--- src/rtl/pwr_pkg.sv ---
// Shared types and register addresses for the wake-sleep power state controller.
package pwr_pkg;

    typedef enum logic [1:0] {
        ST_PD    = 2'd0,
        ST_MAIN  = 2'd1,
        ST_SLEEP = 2'd2
    } pwr_state_t;

    localparam logic [1:0] ADDR_CTRL = 2'd0;
    localparam logic [1:0] ADDR_CFG  = 2'd1;
    localparam logic [1:0] ADDR_SEL  = 2'd2;

endpackage

--- src/rtl/wake_qualifier.sv ---
// Wake-pin qualifier.
// Filters the digitized wake level with a delay counted in millisecond ticks.
// The filtered level adopts the pin value only after the pin has differed on
// QUAL_MS consecutive ticks; a return to the filtered level restarts the count.
// While hold is high, the filtered level tracks the pin directly and no change
// pulse is produced.
// Assumes wake_in is already synchronous to clk.
module wake_qualifier #(
    parameter int QUAL_MS = 40
) (
    input  logic clk,
    input  logic rst_n,
    input  logic hold,
    input  logic ms_tick,
    input  logic wake_in,
    output logic qual_level,
    output logic qual_chg
);
    localparam int CNT_W = $clog2(QUAL_MS + 1);
    localparam logic [CNT_W-1:0] CNT_LAST = CNT_W'(QUAL_MS - 1);

    logic [CNT_W-1:0] cnt_q;

    // Count ticks while the pin differs; adopt the pin level when the count completes.
    always_ff @(posedge clk) begin
        if (!rst_n) begin
            qual_level <= 1'b0;
            cnt_q      <= '0;
            qual_chg   <= 1'b0;
        end else if (hold) begin
            qual_level <= wake_in;
            cnt_q      <= '0;
            qual_chg   <= 1'b0;
        end else if (wake_in == qual_level) begin
            cnt_q    <= '0;
            qual_chg <= 1'b0;
        end else if (ms_tick) begin
            if (cnt_q == CNT_LAST) begin
                qual_level <= wake_in;
                cnt_q      <= '0;
                qual_chg   <= 1'b1;
            end else begin
                cnt_q    <= cnt_q + 1'b1;
                qual_chg <= 1'b0;
            end
        end else begin
            qual_chg <= 1'b0;
        end
    end

    // a filtered change outside hold always copies the previous pin value
    a_r5_follow_pin: assert property (@(posedge clk) disable iff (!rst_n)
        (!$stable(qual_level) && !$past(hold)) |-> (qual_level == $past(wake_in)));

    // a filtered change outside hold is only ever completed by a tick
    a_r5_tick_only: assert property (@(posedge clk) disable iff (!rst_n)
        (!$stable(qual_level) && !$past(hold)) |-> $past(ms_tick));

endmodule

--- src/rtl/pwr_state_fsm.sv ---
// Power-mode state machine: power-down, main operating and sleep.
// Supply loss or a forced reset takes priority from any state.
// Main and sleep follow the sleep bit held in the register block.
// Assumes force_rst is a single-cycle pulse.
module pwr_state_fsm #(
    parameter int NUM_SUPPLIES = 4
) (
    input  logic                    clk,
    input  logic                    rst_n,
    input  logic [NUM_SUPPLIES-1:0] supply_good,
    input  logic                    force_rst,
    input  logic                    sleep_bit,
    output pwr_pkg::pwr_state_t     state
);
    import pwr_pkg::*;

    logic       all_good;
    pwr_state_t state_nx;

    assign all_good = &supply_good;

    // Next-state selection with supply loss and forced reset first.
    always_comb begin
        state_nx = state;
        if (!all_good || force_rst) begin
            state_nx = ST_PD;
        end else begin
            case (state)
                ST_PD:    state_nx = ST_MAIN;
                ST_MAIN:  state_nx = sleep_bit ? ST_SLEEP : ST_MAIN;
                ST_SLEEP: state_nx = sleep_bit ? ST_SLEEP : ST_MAIN;
                default:  state_nx = ST_PD;
            endcase
        end
    end

    // State register.
    always_ff @(posedge clk) begin
        if (!rst_n) state <= ST_PD;
        else        state <= state_nx;
    end

    // losing any supply forces power-down at the next edge
    a_r2_supply_loss: assert property (@(posedge clk) disable iff (!rst_n)
        !(&supply_good) |=> (state == ST_PD));

    // power-down with good supplies moves to main at the next edge
    a_r2_power_up: assert property (@(posedge clk) disable iff (!rst_n)
        (state == ST_PD && (&supply_good)) |=> (state == ST_MAIN));

    // a set sleep bit in main leads to sleep at the next edge
    a_r3_enter_sleep: assert property (@(posedge clk) disable iff (!rst_n)
        (state == ST_MAIN && sleep_bit && (&supply_good) && !force_rst) |=> (state == ST_SLEEP));

    // a forced reset always passes through power-down
    a_r11_force_pd: assert property (@(posedge clk) disable iff (!rst_n)
        force_rst |=> (state == ST_PD));

endmodule

--- src/rtl/pwr_cfg_regs.sv ---
// Control and configuration register block.
// Holds the sleep bit, the wake polarity and disable bits, the analog select
// field and the user flags. Every field is cleared while clear is high
// (power-down or forced reset). A wake clear overrides a same-cycle write to
// the sleep bit.
// Assumes wr_ok is already gated to states outside power-down.
module pwr_cfg_regs #(
    parameter int SEL_W  = 4,
    parameter int FLAG_W = 4
) (
    input  logic              clk,
    input  logic              rst_n,
    input  logic              clear,
    input  logic              wr_ok,
    input  logic [1:0]        wr_addr,
    input  logic [7:0]        wr_data,
    input  logic              wake_clr,
    output logic              sleep_q,
    output logic              pol_q,
    output logic              dis_q,
    output logic [SEL_W-1:0]  sel_q,
    output logic [FLAG_W-1:0] flag_q
);
    import pwr_pkg::*;

    localparam int FLAG_LO = SEL_W;

    // Register writes, hardware clear of the sleep bit, and clear on power-down or forced reset.
    always_ff @(posedge clk) begin
        if (!rst_n || clear) begin
            sleep_q <= 1'b0;
            pol_q   <= 1'b0;
            dis_q   <= 1'b0;
            sel_q   <= '0;
            flag_q  <= '0;
        end else begin
            if (wr_ok) begin
                case (wr_addr)
                    ADDR_CTRL: sleep_q <= wr_data[0];
                    ADDR_CFG: begin
                        pol_q <= wr_data[0];
                        dis_q <= wr_data[1];
                    end
                    ADDR_SEL: begin
                        sel_q  <= wr_data[SEL_W-1:0];
                        flag_q <= wr_data[FLAG_LO +: FLAG_W];
                    end
                    default: ;
                endcase
            end
            if (wake_clr) sleep_q <= 1'b0;
        end
    end

    // fields are zero while power-down persists
    a_r1_zero_in_pd: assert property (@(posedge clk) disable iff (!rst_n)
        $past(clear) |-> (!sleep_q && !pol_q && !dis_q && sel_q == '0 && flag_q == '0));

    // a wake event always leaves the sleep bit cleared
    a_r7_wake_clears: assert property (@(posedge clk) disable iff (!rst_n)
        wake_clr |=> !sleep_q);

    // without a write or clear, the select field and flags keep their values
    a_r10_retained: assert property (@(posedge clk) disable iff (!rst_n)
        (!wr_ok && !clear) |=> ($stable(sel_q) && $stable(flag_q) && $stable(pol_q) && $stable(dis_q)));

endmodule

--- src/rtl/wake_sleep_ctrl.sv ---
// Top level of the wake-sleep power state controller.
// Joins the wake qualifier, the state machine and the register block.
// Derives the wake event from a filtered transition onto the active polarity,
// and drives the regulator, monitor and interface enables.
// Assumes ms_tick is a single-cycle pulse and wake_in is synchronous to clk.
module wake_sleep_ctrl #(
    parameter int NUM_SUPPLIES = 4,
    parameter int QUAL_MS      = 40,
    parameter int SEL_W        = 4,
    parameter int FLAG_W       = 4
) (
    input  logic                    clk,
    input  logic                    rst_n,
    input  logic [NUM_SUPPLIES-1:0] supply_good,
    input  logic                    ms_tick,
    input  logic                    wake_in,
    input  logic                    wr_en,
    input  logic [1:0]              wr_addr,
    input  logic [7:0]              wr_data,
    output logic [1:0]              pwr_state,
    output logic                    reg_en,
    output logic                    mon_en,
    output logic                    bus_en,
    output logic                    wake_status,
    output logic                    sleep_bit,
    output logic                    wake_pol,
    output logic                    wake_dis,
    output logic [SEL_W-1:0]        ana_sel,
    output logic [FLAG_W-1:0]       user_flags
);
    import pwr_pkg::*;

    localparam int FORCE_BIT = 7;

    pwr_state_t state;
    logic       in_pd;
    logic       wr_ok;
    logic       force_rst;
    logic       qual_level;
    logic       qual_chg;
    logic       active_edge;
    logic       wake_clr;

    // Interface gating and command decode.
    always_comb begin
        in_pd     = (state == ST_PD);
        wr_ok     = wr_en && !in_pd;
        force_rst = wr_ok && (wr_addr == ADDR_CFG) && wr_data[FORCE_BIT];
    end

    wake_qualifier #(.QUAL_MS(QUAL_MS)) u_qual (
        .clk        (clk),
        .rst_n      (rst_n),
        .hold       (in_pd),
        .ms_tick    (ms_tick),
        .wake_in    (wake_in),
        .qual_level (qual_level),
        .qual_chg   (qual_chg)
    );

    pwr_state_fsm #(.NUM_SUPPLIES(NUM_SUPPLIES)) u_fsm (
        .clk         (clk),
        .rst_n       (rst_n),
        .supply_good (supply_good),
        .force_rst   (force_rst),
        .sleep_bit   (sleep_bit),
        .state       (state)
    );

    pwr_cfg_regs #(.SEL_W(SEL_W), .FLAG_W(FLAG_W)) u_regs (
        .clk      (clk),
        .rst_n    (rst_n),
        .clear    (in_pd || force_rst),
        .wr_ok    (wr_ok),
        .wr_addr  (wr_addr),
        .wr_data  (wr_data),
        .wake_clr (wake_clr),
        .sleep_q  (sleep_bit),
        .pol_q    (wake_pol),
        .dis_q    (wake_dis),
        .sel_q    (ana_sel),
        .flag_q   (user_flags)
    );

    // Wake event: a filtered transition onto the active level while asleep and enabled.
    always_comb begin
        active_edge = qual_chg && (qual_level == wake_pol);
        wake_clr    = (state == ST_SLEEP) && active_edge && !wake_dis;
    end

    // Output enables and status.
    always_comb begin
        pwr_state   = state;
        reg_en      = (state == ST_MAIN);
        mon_en      = (state == ST_MAIN);
        bus_en      = (state != ST_PD);
        wake_status = !in_pd && (qual_level == wake_pol);
    end

    // with wake disabled, a filtered edge never clears the sleep bit
    a_r8_disabled: assert property (@(posedge clk) disable iff (!rst_n)
        (state == ST_SLEEP && wake_dis && sleep_bit && !wr_ok && (&supply_good)) |=> sleep_bit);

    // sleep is left only by a write, a filtered transition, or supply loss
    a_r9_no_level_wake: assert property (@(posedge clk) disable iff (!rst_n)
        (state == ST_SLEEP && !qual_chg && !wr_ok && (&supply_good)) |=> $stable(sleep_bit));

endmodule

--- config.mk ---
export PLATFORM = sky130hd
export DESIGN_NAME = wake_sleep_ctrl
export DESIGN_NICKNAME = d
export VERILOG_FILES = /design/src/rtl/pwr_pkg.sv /design/src/rtl/wake_qualifier.sv /design/src/rtl/pwr_state_fsm.sv /design/src/rtl/pwr_cfg_regs.sv /design/src/rtl/wake_sleep_ctrl.sv
export SDC_FILE = /design/constraint.sdc
export NUM_CORES = 1
export LEC_CHECK = 0
export BUFFER_PORTS_ARGS = -buffer_cell sky130_fd_sc_hd__buf_2
export CAP_MARGIN = 40
export CORE_UTILIZATION = 25
export DETAILED_ROUTE_END_ITERATION = 10
export HOLD_SLACK_MARGIN = 0.02
export PLACE_DENSITY = 0.41
export REMOVE_ABC_BUFFERS = 1
export SETUP_SLACK_MARGIN = 0.15
export SLEW_MARGIN = 30
export SYNTH_ARGS = -nofsm -noshare
export SYNTH_HDL_FRONTEND = slang
export SYNTH_HIERARCHICAL = 1
export SYNTH_SLANG_ARGS = --single-unit
export TNS_END_PERCENT = 100
--- constraint.sdc ---
create_clock -name clk -period 3.6 [get_ports clk]
set_input_delay 0.18 -clock clk [delete_from_list [all_inputs] [get_ports clk]]
set_output_delay 0.18 -clock clk [all_outputs]
set_load 0.01 [all_outputs]
; After elaboration in Yosys (flattened, before gate mapping)
; Cells that the tools add are included.
[totals]
reg_bits = 21
latch_bits = 0
ram_bits = 0
romBits = 0
inputBits = 19
output_inout_bits = 17
memories = 0
[op_classes]
add_sub_neg = 1
n_mul = 0
div = 0
order_cmp = 0
n_eq_ne = 8
n_shift = 0
muxes = 8
bitwise = 2
reduce_logical = 29
[op_table]
columns = operator, n
row1 = $logic_and A1 B1 Y1, 7
row2 = $add A6 B1 Y6 const B, 1
row3 = $eq A6 B6 Y1 const B, 1
row4 = $mux W6, 1
row5 = $reduce_and A2 Y1, 3
row6 = $reduce_bool A2 Y1, 3
row7 = $reduce_or A2 Y1, 3
row8 = $mux W1, 5
row9 = $eq A2 B1 Y1 const B, 2
row10 = $eq A2 B2 Y1 const B, 2
row11 = $logic_not A1 Y1, 4
row12 = $logic_not A2 Y1, 2
row13 = $pmux W2 S2, 1
row14 = $reduce_and A4 Y1, 1
row15 = $reduce_or A4 Y1, 1
row16 = $logic_or A1 B1 Y1, 3
row17 = $reduce_and A3 Y1, 1
row18 = $reduce_or A3 Y1, 1
row19 = $eq A1 B1 Y1, 2
row20 = $mux W2, 1
row21 = $ne A2 B2 Y1 const B, 1
row22 = $not A1 Y1, 2

; Longest topological paths before layout
; Gate-level depths: netlist of run 1.
[logic_depth]
ltp_word = 8
mapped_depth = 5

; By module
; The synthesis of run 1 kept the hierarchy.
[by_module_without_submodules]
columns = module, n_inst, cells_each, area_per_inst_um2, seq_area_each_um2
row1 = pwr_cfg_regs, 1, 51, 574.3, 220.2
row2 = wake_qualifier, 1, 38, 374.1, 160.2
row3 = pwr_state_fsm, 1, 13, 121.4, 40.0
row4 = wake_sleep_ctrl, 1, 12, 75.1, 0.0

; Worst setup path before layout of run 1
; OpenSTA, ideal clock, no wires.
[synth_timing]
path_type = register to register
from = register u_fsm.state[1]
to = register u_regs.sleep_q
t_arrival_ns = 1.264
path_slack_ns = 2.215
stages_incl_launch_ff = 5
path_buffers = 0
period_less_slack_ns = 1.385
path_cell_list = dfxtp_1 > nor2_2 > nor2b_1 > nor3b_1 > mux2_2
[synth_via]
elab_chain_cells = 8
elab_cells_between_ends = 12
classes_between = eq/ne: 1 / reduce/logical: 11
[synth_rtl]
columns = element, line_no
row1 = from (decl), pwr_state_fsm.sv:13  ; output pwr_pkg::pwr_state_t state
row2 = from (signal assigned), pwr_state_fsm.sv:40  ; else state <= state_nx;
row3 = $logic_not A2 Y1 *, wake_sleep_ctrl.sv:46  ; in_pd = (state == ST_PD);
row4 = named net in_pd, wake_sleep_ctrl.sv:36  ; logic in_pd;
row5 = $logic_not A1 Y1 *, wake_sleep_ctrl.sv:47  ; wr_ok = wr_en && !in_pd;
row6 = $logic_and A1 B1 Y1 *, wake_sleep_ctrl.sv:47
row7 = named net wr_ok, wake_sleep_ctrl.sv:37  ; logic wr_ok;
row8 = $logic_and A1 B1 Y1 (2 in a row), wake_sleep_ctrl.sv:48  ; force_rst = wr_ok && (wr_addr == ADDR_CFG) && wr_data[FORCE_BIT];
row9 = $logic_or A1 B1 Y1, wake_sleep_ctrl.sv:73  ; .clear (in_pd || force_rst),
row10 = $logic_or A1 B1 Y1, pwr_cfg_regs.sv:30  ; if (!rst_n || clear) begin
row11 = $reduce_or A2 Y1 (no line), -
row12 = to (signal assigned), pwr_cfg_regs.sv:39  ; ADDR_CTRL: sleep_q <= wr_data[0];
row13 = to (decl), pwr_cfg_regs.sv:18  ; output logic sleep_q,
; The timed path passes the listed nets; every way through them passes the cells marked *.
; A chain may end at the register's enable or synchronous reset.

; Worst setup path after layout of run 1
[layout_timing]
from = register u_fsm.state[1]
to = register u_regs.flag_q[1]
[layout_via]
elab_chain_cells = 7
elab_cells_between_ends = 8
classes_between = reduce/logical: 8
[layout_rtl]
columns = element, line_no
row1 = $logic_not A2 Y1 *, wake_sleep_ctrl.sv:46
row2 = named net in_pd, wake_sleep_ctrl.sv:36
row3 = $logic_not A1 Y1 *, wake_sleep_ctrl.sv:47
row4 = $logic_and A1 B1 Y1 *, wake_sleep_ctrl.sv:47
row5 = named net wr_ok, wake_sleep_ctrl.sv:37
row6 = $logic_and A1 B1 Y1 (2 in a row), wake_sleep_ctrl.sv:48
row7 = $logic_or A1 B1 Y1, wake_sleep_ctrl.sv:73
row8 = $logic_or A1 B1 Y1, pwr_cfg_regs.sv:30
row9 = to (signal assigned), pwr_cfg_regs.sv:46  ; flag_q <= wr_data[FLAG_LO +: FLAG_W];
row10 = to (decl), pwr_cfg_regs.sv:22  ; output logic [FLAG_W-1:0] flag_q
; Marked as above.

==> results.json, run 1 <==
{
  "status": "finished clean",
  "clock_sinks": 21,
  "finalWeightedCongestion": 0.7112,
  "hold_viol": 0,
  "min_to": "u_regs/sel_q[3]",
  "ys_ff_latch": 21,
  "drtIter0Drc": 69,
  "cts_root_buffer": "clkbuf_8",
  "numCtsBuffers": 3,
  "vias": 944,
  "irDropWorstVdd_mv": 0.1982,
  "drc_errors": 0,
  "num-nets-final": 170,
  "fin_setup_tns_ns": 0,
  "drtAntennaViolNets": 0,
  "die_area_sq_mm": 0.004854,
  "slew_viol_final": 0,
  "grt_pass1_vias": 905,
  "cts_tree": "yes",
  "syn_to_final_growth_pct": 20.11,
  "slew_headroom_pct": 71.94,
  "r2r_end": "u_regs/flag_q[1]",
  "cts_resized": 0,
  "final-setup-viol-count": 0,
  "fp.dieW_um": 69.67,
  "p_leak_nw": 0.6001,
  "dp_hpwl_mm": 1.892,
  "row_count": 24,
  "routed_wl_mm": 2.561,
  "worstSetupStartpointType": "register",
  "fp.dieH_um": 69.67,
  "ys_warn_count": 6,
  "power.total_w": 0.0004177,
  "dp_cells": 195,
  "cts_setup_buffers": 0,
  "tightest_slew_ns": 0.4209,
  "holdWs_ns": 0.1934,
  "io_pins": 36,
  "clk_path_buf_depth": 2,
  "clk_pin_slew_ns": 0.08,
  "drive_gt1_share_pct": 32.65,
  "worstPathMaxFanout": 7,
  "synth_cells": 114,
  "routed_via_density": 4.744,
  "cellPowerDensity_mw_per_mm2": 303.8,
  "htreeDepth": 1,
  "final_common_cell": "buf_2",
  "seq_area_frac_synth_pct": 36.72,
  "initial_core_util_pct": 26.11,
  "min_period_over_period_pct": 42.90,
  "dr.pass1.iters": 4,
  "netlist-cell-type-count": 34,
  "layout_common_cells": "buf_2 (35), dfxtp_1 (21), nand3b_1 (20), mux2i_1 (12), nor2_1 (6)",
  "maxCapViolCount": 0,
  "gr-total-overflow": 0,
  "hold_buffers": 0,
  "worstHoldStart": "wr_data[3]",
  "diodes": 0,
  "cp.required_ns": 3.79,
  "fin_util_pct": 31.36,
  "r2r_slack_ns": 2.06,
  "crit_type": "register to register",
  "antenna_found_initial": 0,
  "max_clock_freq_mhz": 647.4,
  "rsz0062_at_grt": "no",
  "crit_path_end_kind": "register",
  "wl_per_cell_um": 12.87,
  "period_minus_slack_ns": 1.545,
  "grt_pass1_wl_mm": 4.146,
  "crit_arrival_ns": 1.73,
  "r2r-start": "u_fsm/state[1]",
  "hp-class": "primary input to register",
  "grt_usage_pct": 10.81,
  "port_buffers": 35,
  "synth_area_sq_mm": 0.001145,
  "hold_depth": 3,
  "reg2regPathDepth": 4,
  "finalClockSkew_ns": 0.004848,
  "synth_area_per_cell_sq_um": 10.04,
  "grt_max_degree": 25,
  "core_region_area_sq_mm": 0.004384,
  "fin_cells": 199,
  "clk_latency_ns": 0.26
}
## kinds of logic (layout without fill, tap and decap cells)
logic type	Yosys count	in the layout	share of synthesized area [%]
xor gates and xnor gates	5	5	3.825
and+or+nand+nor	54	54	32.79
DFF	21	21	36.72
buffers and inverters	11	44	6.775
AOI/OAI and AO/OA	7	7	5.136
adders and majority gates	3	3	3.279
muxes	13	13	11.48
## synth_stat cells
master / n / area, sq um
ha_1: 3 / 37.54
nand4b_1: 1 / 8.760
a21oi_1: 1 / 5.000
nand3b_1: 20 / 150.1
nor2_2: 1 / 6.260
dfxtp_1: 21 / 420.4
nand4_2: 1 / 12.51
and3b_1: 2 / 17.52
nor3_1: 2 / 10.01
nand4bb_1: 1 / 11.26
dlymetal6s2s_1: 1 / 12.51
and4bb_1: 2 / 25.02
and4bb_2: 1 / 12.51
buf_2: 1 / 5.000
a31oi_1: 1 / 6.260
nand4_1: 2 / 12.51
a211oi_2: 1 / 12.51
nor2b_1: 4 / 25.02
or3_1: 1 / 6.260
and3_2: 1 / 7.510
nor3b_1: 1 / 7.510
xor2_1: 5 / 43.79
mux2_2: 1 / 11.26
buf_4: 3 / 22.52
mux2i_1: 12 / 120.1
inv_1: 4 / 15.01
nand2b_1: 2 / 12.51
buf_6: 2 / 22.52
nand2_1: 5 / 18.77
o21ai_0: 2 / 10.01
nand2b_2: 1 / 8.760
a2111oi_2: 1 / 15.01
o21ba_2: 1 / 10.01
nor2_1: 6 / 22.52
## sequential cells by signal, summed over array words and instances (netlist names)
register / cells
u_qual/cnt_q: 6
u_regs/flag_q: 4
u_regs/sel_q: 4
u_fsm/state: 2
u_qual/qual_chg: 1
u_qual/qual_level: 1
u_regs/dis_q: 1
u_regs/pol_q: 1
u_regs/sleep_q: 1
## where the power goes
part / total (W) / switching [W] / internal, W
logic: 0.0000280 / 0.0000151 / 0.0000129
clock network: 0.000156 / 0.0000770 / 0.0000788
registers: 0.000234 / 0.00000107 / 0.000233
total: 0.000418 / 0.0000931 / 0.000325
## worst max-delay path by stage
stage          slack [ns]           start                to
2_1_floorplan        1.91  u_fsm/state[1]    u_regs/sleep_q
3_3_place_gp         2.17  u_fsm/state[0]   u_regs/sel_q[2]
3_5_place_dp         2.06  u_fsm/state[1]  u_regs/flag_q[0]
4_1_cts              2.04  u_fsm/state[1]  u_regs/flag_q[0]
5_1_grt              1.93  u_fsm/state[1]  u_regs/flag_q[0]
6_report             2.06  u_fsm/state[1]  u_regs/flag_q[1]
## critical path: stages (launching register included)
cell and delay (ns):
dfxtp_1 0.45, nor2_2 0.12, nor2b_1 0.24, and3b_1 0.43, mux2i_1 0.23
## layer usage
| layer | vias to the layer above | GRT usage (%) | wire length [um] |
|---|---|---|---|
| met2 | 30 | 17.04 | 1123 |
| met5 | - | 0 | 0 |
| li1 | 470 | - | - |
| met4 | 0 | 2.667 | 19 |
| met1 | 442 | 13.76 | 1263 |
| met3 | 2 | 4.360 | 155 |
## layout make-up
cell class | count | area, sq um
inverter | 4 | 15.01
clock buffer | 4 | 45.04
tap | 52 | 65.06
multi-input combinational | 82 | 646.9
timing repair buffer | 36 | 182.7
fill | 468 | 3009
sequential | 21 | 420.4
## metrics by stage
step	instance area (sq um)	setup WS, ns
3_3_place_gp	1330	2.173
5_1_grt	1375	1.927
2_1_floorplan	1082	1.909
3_5_place_dp	1330	2.059
4_1_cts	1375	2.040
6_report	1375	2.055
(Power assumes the default switching activity.)
==> run 2, diff against run 1 <==
==> constraint.sdc (replaced) <==
create_clock -name clk -period 1.5 [get_ports clk]
set_input_delay 0.075 -clock clk [delete_from_list [all_inputs] [get_ports clk]]
set_output_delay 0.075 -clock clk [all_outputs]
set_load 0.01 [all_outputs]
==> results.json, run 2 (same netlist as run 1, synthesis figures left out) <==
{
  "wl_per_cell_um": 12.26,
  "internal_power_w": 0.0007793,
  "p_leak_nw": 0.6203,
  "antenna_found_initial": 0,
  "routed_via_density": 4.586,
  "die_area_sq_mm": 0.004854,
  "crit_type": "register to register",
  "hold_viol": 0,
  "worstHoldStart": "wake_in",
  "max_clock_freq_mhz": 792.1,
  "clk_pin_slew_ns": 0.08,
  "cp.required_ns": 1.70,
  "p_clk_share_pct": 37.8,
  "largestRegisters": "u_qual/cnt_q: 6 flops, u_regs/flag_q: 4 flops, u_regs/sel_q: 4 flops",
  "slew_headroom_pct": 81.93,
  "clk_latency_ns": 0.26,
  "grt_max_degree": 19,
  "finalWeightedCongestion": 0.7343,
  "initial_core_util_pct": 26.11,
  "io_pins": 36,
  "period_minus_slack_ns": 1.263,
  "largest_reg_flops": 6,
  "cts_tree": "yes",
  "vias": 931,
  "final_cell_area_sq_mm": 0.001441,
  "clk_path_buf_depth": 2,
  "multi_input_area_sq_um": 674.4,
  "drive_gt1_share_pct": 39.07,
  "cpMaxStageDelayCell": "dfxtp_1",
  "core_region_area_sq_mm": 0.004384,
  "p_sw_w": 0.0002320,
  "crit_arrival_ns": 1.46,
  "irDropWorstVdd_mv": 0.4477,
  "grt_usage_pct": 10.70,
  "seq_area_sq_um": 429.2,
  "timing.final.ws_setup_ns": 0.2375,
  "hp-class": "primary input to register",
  "port_buffers": 35,
  "numCtsBuffers": 3,
  "syn_to_final_growth_pct": 25.90,
  "final-setup-viol-count": 0,
  "gr-total-overflow": 0,
  "grt_pass1_wl_mm": 4.146,
  "fp.dieH_um": 69.67,
  "status": "finished clean",
  "p_sw_share_pct": 22.94,
  "r2r-start": "u_qual/cnt_q[0]",
  "worstSetupStartpointType": "register",
  "cts_root_buffer": "clkbuf_8",
  "dr.pass1.iters": 4,
  "layout_common_cells": "buf_2 (35), nand3b_1 (20), dfxtp_1 (18), mux2i_1 (12), nor2_1 (6)",
  "maxCapViolCount": 0,
  "drtIter0Drc": 27,
  "min_period_over_period_pct": 84.17,
  "finalClockSkew_ns": 0.006863,
  "routed_wl_mm": 2.488,
  "dp_hpwl_mm": 1.891,
  "worstPathMaxFanout": 4,
  "cp_cell_sequence": "ha_2 > and4bb_2 > and3_2 > nor2b_1",
  "comb_power_share_pct": 7.0,
  "row_count": 24,
  "drtAntennaViolNets": 0,
  "hold_buffers": 0,
  "fp.dieW_um": 69.67,
  "fillers": 481,
  "tightest_slew_ns": 0.2703,
  "rsz0062_at_grt": "no",
  "path_delay_family": "simple AND/OR/NAND/NOR gates",
  "timing.critical_path.buf_inv": 0,
  "slew_viol_final": 0,
  "num-nets-final": 174,
  "clock_sinks": 21,
  "diodes": 0,
  "placed_cell_area_sq_mm": 0.001353,
  "cellPowerDensity_mw_per_mm2": 701.7,
  "crit_start": "u_qual/cnt_q[0]",
  "pwr-share-seq_pct": 55.2,
  "grt_pass1_vias": 876,
  "final_common_cell": "buf_2",
  "dp_slack_ns": 0.07670,
  "drc_errors": 0,
  "cp_slowest_stage_delay_ns": 0.38,
  "crit_path_end_kind": "register",
  "regMostFlops": "u_qual/cnt_q",
  "htreeDepth": 1
}
## run 2: changes by cell type in the layout (fill, tap and decap cells not counted), sizes merged
cell / before / now
buf: 36 / 40
## run 2: area by class of cell
cell class                 count  area share [%]
multi-input combinational     82           46.79
timing repair buffer          40           14.76
sequential                    21           29.77
tap                           52           4.514
clock buffer                   4           3.125
inverter                       4           1.042
## run 2: per-stage QoR
stage / hold slack, ns / TNS, ns / std cells / power, W / utilization [%]
2_1_floorplan: 0.2138 / -0.1906 / 107 / 0.0005961 / -
3_3_place_gp: 0.3488 / 0 / 198 / 0.0006436 / 30.85
3_5_place_dp: 0.3414 / 0 / 198 / 0.0006438 / 30.85
4_1_cts: 0.05779 / 0 / 202 / 0.001036 / 31.99
5_1_grt: 0.08023 / 0 / 203 / 0.001074 / 32.88
6_report: 0.06853 / 0 / 203 / 0.001011 / 32.88
## run 2: final timing paths
kind / endpoint / slack, ns / cells past startpoint
max: u_qual/qual_chg / 0.24 / 4
min: u_qual/qual_level / 0.07 / 3
max reg2reg: u_qual/qual_chg / 0.24 / 4
min reg2reg: u_fsm/state[1] / 0.49 / 2
## run 2: timing repair
action	in CTS	in global routing
resized for setup	3	8
pin swaps	0	1
endpoints found under the setup margin	10	8
setup buffers	0	1
endpoints found under the hold margin	0	0
## run 2: layer usage
metal / vias up / wire (um) / GRT usage (%)
met5: - / 0 / 0
met4: 0 / 12 / 1.333
met3: 2 / 166 / 4.070
met2: 27 / 1083 / 16.61
met1: 422 / 1226 / 14.52
li1: 480 / - / -
## run 2: worst min-delay path, delay by kind of cell
family        cells  cell delay, ns
simple gates      1            0.05
buf+inv           1            0.11
mux               1            0.05
## run 2: power groups by stage
| stage | Combinational (W) | Clock [W] | Sequential [W] |
|---|---|---|---|
| detailed placement | 0.0000688 | 0 | 0.000575 |
| global placement | 0.0000690 | 0 | 0.000575 |
| global route | 0.0000800 | 0.000435 | 0.000559 |
| floorplan | 0.0000216 | 0 | 0.000575 |
| CTS | 0.0000694 | 0.000404 | 0.000562 |
| finish | 0.0000711 | 0.000382 | 0.000558 |
